File: src/rtl/qc_pkg.sv
package qc_pkg;
    localparam int PORT_W     = 8;
    localparam int COUNT_BYTES = 3;
    localparam int COUNT_W    = PORT_W * COUNT_BYTES;

    typedef enum logic [1:0] {
        PTR_B0 = 2'd0,
        PTR_B1 = 2'd1,
        PTR_B2 = 2'd2
    } ptr_state_e;

    typedef enum logic [2:0] {
        CLS_RESET = 3'b000,
        CLS_MODE  = 3'b001,
        CLS_IOCTL = 3'b010,
        CLS_INDEX = 3'b011
    } cmd_class_e;

    typedef struct packed {
        logic ptr_restart;
        logic xfer_preset;
        logic xfer_latch;
        logic clr_flags;
        logic clr_noise;
        logic ld_mode;
        logic ld_ioctl;
        logic ld_index;
    } cmd_t;
endpackage

File: src/rtl/qc_byte_ptr.sv
module qc_byte_ptr
    import qc_pkg::*;
(
    input  logic       clk,
    input  logic       rst_n,
    input  logic       advance,
    input  logic       restart,
    output ptr_state_e state,
    output logic [1:0] byte_idx
);
    ptr_state_e next_state;

    always_ff @(posedge clk) begin
        if (!rst_n) state <= PTR_B0;
        else        state <= next_state;
    end

    always_comb begin
        next_state = state;
        if (restart) begin
            next_state = PTR_B0;
        end else if (advance) begin
            unique case (state)
                PTR_B0:  next_state = PTR_B1;
                PTR_B1:  next_state = PTR_B2;
                PTR_B2:  next_state = PTR_B0;
                default: next_state = PTR_B0;
            endcase
        end
    end

    always_comb begin
        unique case (state)
            PTR_B0:  byte_idx = 2'd0;
            PTR_B1:  byte_idx = 2'd1;
            PTR_B2:  byte_idx = 2'd2;
            default: byte_idx = 2'd0;
        endcase
    end

    // stepping past byte 2 lands on byte 0
    a_r3_ptr_wrap: assert property (@(posedge clk) disable iff (!rst_n)
        (advance && !restart && state == PTR_B2) |=> state == PTR_B0);
    // restart command always returns to byte 0
    a_r2_ptr_restart: assert property (@(posedge clk) disable iff (!rst_n)
        restart |=> state == PTR_B0);
endmodule

File: src/rtl/qc_cmd_decode.sv
module qc_cmd_decode
    import qc_pkg::*;
#(
    parameter int W = PORT_W
) (
    input  logic         valid,
    input  logic [W-1:0] cmd,
    output cmd_t         dec
);
    logic [2:0] cls;
    logic       is_reset;

    assign cls      = cmd[W-1 -: 3];
    assign is_reset = valid && (cls == CLS_RESET);

    always_comb begin
        dec             = '0;
        dec.ptr_restart = is_reset && cmd[0];
        dec.xfer_preset = is_reset && cmd[3];
        dec.xfer_latch  = is_reset && cmd[4];
        dec.clr_flags   = is_reset && (cmd[2:1] == 2'b01);
        dec.clr_noise   = is_reset && (cmd[2:1] == 2'b11);
        dec.ld_mode     = valid && (cls == CLS_MODE);
        dec.ld_ioctl    = valid && (cls == CLS_IOCTL);
        dec.ld_index    = valid && (cls == CLS_INDEX);
    end
endmodule

File: src/rtl/qc_cfg_regs.sv
module qc_cfg_regs
    import qc_pkg::*;
#(
    parameter int W = PORT_W
) (
    input  logic         clk,
    input  logic         rst_n,
    input  cmd_t         dec,
    input  logic         upper_cls,
    input  logic [W-1:0] wdata,
    output logic         load_preset,
    output logic         clear_flags,
    output logic         clear_noise,
    output logic [1:0]   count_mode,
    output logic [1:0]   quad_sel,
    output logic         ab_enable,
    output logic         index_preset_en,
    output logic         index_sync,
    output logic         index_pos_pol
);
    logic sync_refused;
    assign sync_refused = wdata[0] && (quad_sel == 2'd0);

    always_ff @(posedge clk) begin
        if (!rst_n) begin
            load_preset     <= 1'b0;
            clear_flags     <= 1'b0;
            clear_noise     <= 1'b0;
            count_mode      <= 2'd0;
            quad_sel        <= 2'd0;
            ab_enable       <= 1'b0;
            index_preset_en <= 1'b0;
            index_sync      <= 1'b0;
            index_pos_pol   <= 1'b0;
        end else begin
            load_preset <= dec.xfer_preset;
            clear_flags <= dec.clr_flags;
            clear_noise <= dec.clr_noise;
            if (dec.ld_mode) begin
                count_mode <= wdata[2:1];
                quad_sel   <= wdata[4:3];
            end
            if (dec.ld_ioctl) begin
                ab_enable       <= wdata[0];
                index_preset_en <= wdata[1];
            end
            if (dec.ld_index && !sync_refused) begin
                index_sync    <= wdata[0];
                index_pos_pol <= wdata[1];
            end
        end
    end

    // synchronous request without quadrature leaves index fields alone
    a_r9_sync_guard: assert property (@(posedge clk) disable iff (!rst_n)
        (dec.ld_index && wdata[0] && quad_sel == 2'd0)
        |=> ($stable(index_sync) && $stable(index_pos_pol)));
    // load pulse only follows a transfer command
    a_r5_load_origin: assert property (@(posedge clk) disable iff (!rst_n)
        $rose(load_preset) |-> $past(dec.xfer_preset));
    // the two clear pulses never come from one command
    a_r6_clear_excl: assert property (@(posedge clk) disable iff (!rst_n)
        $onehot0({clear_flags, clear_noise}));
    // upper command classes leave the configuration untouched
    a_r11_upper_inert: assert property (@(posedge clk) disable iff (!rst_n)
        upper_cls |=> ($stable(count_mode) && $stable(quad_sel) &&
                       $stable(ab_enable) && $stable(index_preset_en) &&
                       $stable(index_sync) && $stable(index_pos_pol)));
endmodule

File: src/rtl/qc_host_regs.sv
module qc_host_regs
    import qc_pkg::*;
(
    input  logic               clk,
    input  logic               rst_n,
    input  logic               host_wr,
    input  logic               host_rd,
    input  logic               host_ctrl_sel,
    input  logic [PORT_W-1:0]  host_wdata,
    output logic [PORT_W-1:0]  host_rdata,
    input  logic [COUNT_W-1:0] core_count,
    input  logic               core_borrow,
    input  logic               core_carry,
    input  logic               core_noise,
    input  logic               core_up,
    output logic [COUNT_W-1:0] preset_val,
    output logic               load_preset,
    output logic               clear_flags,
    output logic               clear_noise,
    output logic [1:0]         count_mode,
    output logic [1:0]         quad_sel,
    output logic               ab_enable,
    output logic               index_preset_en,
    output logic               index_sync,
    output logic               index_pos_pol
);
    logic               ctrl_wr;
    logic               data_wr;
    logic               data_rd;
    logic               upper_cls;
    cmd_t               dec;
    ptr_state_e         ptr_state;
    logic [1:0]         byte_idx;
    logic [COUNT_W-1:0] out_latch;
    logic [PORT_W-1:0]  status_byte;
    logic [PORT_W-1:0]  latch_byte;

    assign ctrl_wr   = host_wr && host_ctrl_sel;
    assign data_wr   = host_wr && !host_ctrl_sel;
    assign data_rd   = host_rd && !host_ctrl_sel;
    assign upper_cls = ctrl_wr && host_wdata[PORT_W-1];

    qc_cmd_decode #(.W(PORT_W)) u_dec (
        .valid (ctrl_wr),
        .cmd   (host_wdata),
        .dec   (dec)
    );

    qc_byte_ptr u_ptr (
        .clk      (clk),
        .rst_n    (rst_n),
        .advance  (data_wr || data_rd),
        .restart  (dec.ptr_restart),
        .state    (ptr_state),
        .byte_idx (byte_idx)
    );

    qc_cfg_regs #(.W(PORT_W)) u_cfg (
        .clk             (clk),
        .rst_n           (rst_n),
        .dec             (dec),
        .upper_cls       (upper_cls),
        .wdata           (host_wdata),
        .load_preset     (load_preset),
        .clear_flags     (clear_flags),
        .clear_noise     (clear_noise),
        .count_mode      (count_mode),
        .quad_sel        (quad_sel),
        .ab_enable       (ab_enable),
        .index_preset_en (index_preset_en),
        .index_sync      (index_sync),
        .index_pos_pol   (index_pos_pol)
    );

    for (genvar b = 0; b < COUNT_BYTES; b++) begin : g_preset
        always_ff @(posedge clk) begin
            if (!rst_n)
                preset_val[b*PORT_W +: PORT_W] <= '0;
            else if (data_wr && byte_idx == b[1:0])
                preset_val[b*PORT_W +: PORT_W] <= host_wdata;
        end
    end

    always_ff @(posedge clk) begin
        if (!rst_n)               out_latch <= '0;
        else if (dec.xfer_latch)  out_latch <= core_count;
    end

    always_comb begin
        status_byte    = '0;
        status_byte[0] = core_borrow;
        status_byte[1] = core_carry;
        status_byte[4] = core_noise;
        status_byte[5] = core_up;
    end

    always_comb begin
        unique case (ptr_state)
            PTR_B0:  latch_byte = out_latch[0*PORT_W +: PORT_W];
            PTR_B1:  latch_byte = out_latch[1*PORT_W +: PORT_W];
            PTR_B2:  latch_byte = out_latch[2*PORT_W +: PORT_W];
            default: latch_byte = '0;
        endcase
    end

    always_comb begin
        if (!host_rd)           host_rdata = '0;
        else if (host_ctrl_sel) host_rdata = status_byte;
        else                    host_rdata = latch_byte;
    end

    // the read bus is quiet between reads
    a_r10_idle_rdata: assert property (@(posedge clk) disable iff (!rst_n)
        !host_rd |-> host_rdata == '0);
    // the latch moves only on a capture command
    a_r4_latch_hold: assert property (@(posedge clk) disable iff (!rst_n)
        !dec.xfer_latch |=> $stable(out_latch));
    // upper classes do not move the pointer
    a_r11_ptr_still: assert property (@(posedge clk) disable iff (!rst_n)
        (upper_cls && !host_rd) |=> $stable(ptr_state));
endmodule

File: config.mk
export PLATFORM = sky130hd
export DESIGN_NAME = qc_host_regs
export DESIGN_NICKNAME = d
export VERILOG_FILES = /design/src/rtl/qc_pkg.sv /design/src/rtl/qc_byte_ptr.sv /design/src/rtl/qc_cmd_decode.sv /design/src/rtl/qc_cfg_regs.sv /design/src/rtl/qc_host_regs.sv
export SDC_FILE = /design/constraint.sdc
export NUM_CORES = 1
export LEC_CHECK = 0
export CORE_ASPECT_RATIO = 1.25
export CORE_MARGIN = 2
export CORE_UTILIZATION = 43
export CTS_CLUSTER_DIAMETER = 50
export DETAILED_ROUTE_END_ITERATION = 8
export PLACE_DENSITY = 0.75
export REMOVE_ABC_BUFFERS = 1
export SYNTH_ARGS = -nofsm -noshare
export SYNTH_HDL_FRONTEND = slang
export SYNTH_HIERARCHICAL = 1
export SYNTH_SLANG_ARGS = --single-unit
File: constraint.sdc
create_clock -name clk -period 3.7 [get_ports clk]
set_input_delay 1.11 -clock clk [delete_from_list [all_inputs] [get_ports clk]]
set_output_delay 1.11 -clock clk [all_outputs]
set_load 0.005 [all_outputs]
==> flow_results.org, run 1 <==
** STA
- Post-route clock skew :: 0.005837 ns
- Number of pins with negative max-slew slack in the final report :: 0
- Hold violation count in the final report :: 0
- RSZ-0062 raised after global routing :: false
- Timing would allow up to between 200 and 300 MHz.
- In the final timing run, aggregate negative setup slack is 0 ns.
- Measured against its own limit, the worst slew margin works out to between 40% and 50%.
- The worst path meets setup with around 0.17 ns of slack.
- For the finished layout, the period the worst path requires is around 3.5 ns.
- Slew at the pin closest to its max-slew limit :: around 0.76 ns
- The final critical path takes up between 90% and 100% of the cycle.
- Setup violations remaining at the end of the flow were counted as 0.

** Clock network
- Clock slew seen by the registers of the worst setup and hold paths :: approximately 0.06 ns
- H-tree depth :: 3
- Clk sinks :: 61
- Number of buffers created by CTS :: 9
- Number of hold buffers added after CTS :: 0
- TritonCTS built the clock tree.
- Later-pin clock latency in the skew report :: 0.33 ns
- Clock tree synthesis selected as its root buffer the cell sky130_fd_sc_hd__clkbuf_8.
- Max Root-Sink Buffers :: 2

** Cells and area
- Summing all multi-input logic gate instances after layout gives approximately 1400 um2.
- Layout Cell Area excl Fill :: 3834 um2
- Sequential cell area :: 1221 um2
- 0 antenna diodes ended up in the layout.
- Most common cell after layout, fill and taps aside :: sky130_fd_sc_hd__clkdlybuf4s50_1
- Fillers :: between 500 and 600
- In the final layout, the share of cells above drive strength 1 is 12.68%.
- Final core utilization :: a little over three fifths
- P&R area growth vs syn :: 43.24%
- At the end of the flow, the number of nets in the layout was a little under 400.
- In the layout the commonest cells are sky130_fd_sc_hd__clkdlybuf4s50_1 (77), sky130_fd_sc_hd__dfxtp_1 (61), sky130_fd_sc_hd__mux2i_1 (47).

** Worst setup path
- In this run the worst path has a maximum fanout of 2.
- Arrival time of data at the critical path endpoint :: ~2.4 ns
- Category of the worst setup path launch point :: input port
- At the worst endpoint, the required time is 2.59 ns.
- The worst setup path is captured at an output pin.
- Launch instance of the worst register-to-register path :: u_ptr/state[1]
- In this run the worst setup path begins at host_rd.
- By startpoint and endpoint, the worst setup path is classified as in2out.

** Run status
- Run status :: completed

** Pwr
- P_leak :: ~1.3 nW
- Worst ir drop on vdd :: about 340 uV
- In this run the power density over the cells is 382.0 nW/um2.
- Overall power of the completed layout :: between 1 and 1.5 mW

** Route
- Number of antenna-violating nets in the routed design :: 0
- Met2 wire length :: approximately 3000 um
- Dividing the detail-routed via count by the number of cells gives between 4 and 5.
- Post-route DRC violation count :: 0
- DRT iter0 DRCs :: between 70 and 80
- Uppermost metal layer occupied by signal nets :: met4
- The routed layout has about 2.1k vias.
- After detailed routing, the wire length on met1 is about 2700 um.
- Length of the first detailed-routing pass in iterations :: 4
- The final layout contains routed wiring with a total length of about 6300 um.
- After detailed routing, the met3 layer carries 550 um of wire.
- Dividing the detail-routed wire length by the instance count gives about 14 um.

** Die
- For this configuration, the core starts out at a cell density of a little over two fifths.
- Num rows :: 32
- The core region is between 6000 and 7000 um2.
- The die covers about 7000 um2.
- Chip Width :: ~75 um
- Measured along the y axis, the die boundary spans between 90 and 100 um.
- Top Ports :: between 80 and 90

** Global route
- The first global-routing pass estimated between 10000 and 15000 um of wire.
- The number of global-route vias before repair is ~2.1k.
- Combined global-route utilization of all metal layers :: 19.28%
- Antenna violations before repair :: 0
- After global routing the overflow that remains totals 0.
- Pin count of the biggest net entering global routing :: 28

** Logic synthesis
- After synthesis, the mean cell area works out to about 10 um2.
- Summing every instance area after synthesis gives 2676 um2.
- Synthesis produced a netlist whose cell count is 267.
- Yosys warning count :: 6

** Run
- The tool flagged a number of max-cap violations equal to 0.

** Placed design
- HPWL after detailed placement :: between 4000 and 5000 um
- Placed Instance Area :: 3606 um2
- Worst slack at placement :: -0.03228 ns
- Routability congestion estimate from global placement :: 0.7380
- IO Port Bufs :: between 80 and 90

** Hold path
- Min-Delay Startpoint :: preset_val[5]
- The min-delay analysis places its worst path in the category reg2reg.
worst max-delay path, cell delays in order:
cell and delay [ns]:
sky130_fd_sc_hd__clkdlybuf4s50_1 0.48, sky130_fd_sc_hd__inv_1 0.07, sky130_fd_sc_hd__buf_4 0.13, sky130_fd_sc_hd__a31oi_1 0.13, sky130_fd_sc_hd__clkdlybuf4s50_1 0.52
timing repair:
action	4_1_cts	5_1_grt
resized for setup	2	4
endpoints found under the setup margin	6	4
pin swaps	0	1
setup buffers	0	0
final cells by class:
class | count | area share [%]
multi-input cells | 183 | 35.44
well taps | 85 | 2.774
clock inverters | 4 | 1.893
flip-flops and latches | 61 | 31.85
inverters | 3 | 0.2937
repair buffers | 93 | 24.05
clock buffers | 11 | 3.688
registers in the layout, indices dropped and copies added, names as in the netlist:
name,flops
u_cfg/clear_flags,1
u_cfg/load_preset,1
u_ptr/state,2
u_cfg/index_sync,1
u_cfg/index_preset_en,1
u_cfg/clear_noise,1
preset_val,24
u_cfg/ab_enable,1
u_cfg/quad_sel,2
u_cfg/index_pos_pol,1
out_latch,24
u_cfg/count_mode,2
power breakdown:
| part | internal, mW | leakage (nW) | switching, mW |
|---|---|---|---|
| Clock | 0.393 | 0.105 | 0.248 |
| Combinational | 0.0860 | 0.750 | 0.0613 |
| Sequential | 0.668 | 0.493 | 0.00827 |
layer usage:
| layer | vias to the layer above | global-route usage [%] |
|---|---|---|
| met4 | 0 | 8.036 |
| met3 | 10 | 6.923 |
| li1 | 1082 | - |
| met2 | 72 | 30.83 |
| met5 | - | 0 |
| met1 | 973 | 22.98 |
path summary, 6_finish.rpt:
kind              slack [ns]       endpoint  cells after the start
hold / removal          0.46  preset_val[5]                      2
hold reg to reg         0.46  preset_val[5]                      2
setup / recovery        0.17  host_rdata[5]                      5
setup reg to reg        1.41  preset_val[1]                      4
through the flow:
step | std cells | hold slack, ns
2_1_floorplan | 247 | 0.4511
3_3_place_gp | 425 | 0.4436
3_5_place_dp | 425 | 0.4568
4_1_cts | 440 | 0.4672
5_1_grt | 440 | 0.4916
6_report | 440 | 0.4648
(Power assumes the default switching activity.)
==> inputs of run 2 (changes only) <==
- CTS_CLUSTER_DIAMETER: 50 -> 60
- SLEW_MARGIN: unset -> 25
==> results of run 2 <==
Final layout, timing and power as in run 1 (identical DEF).
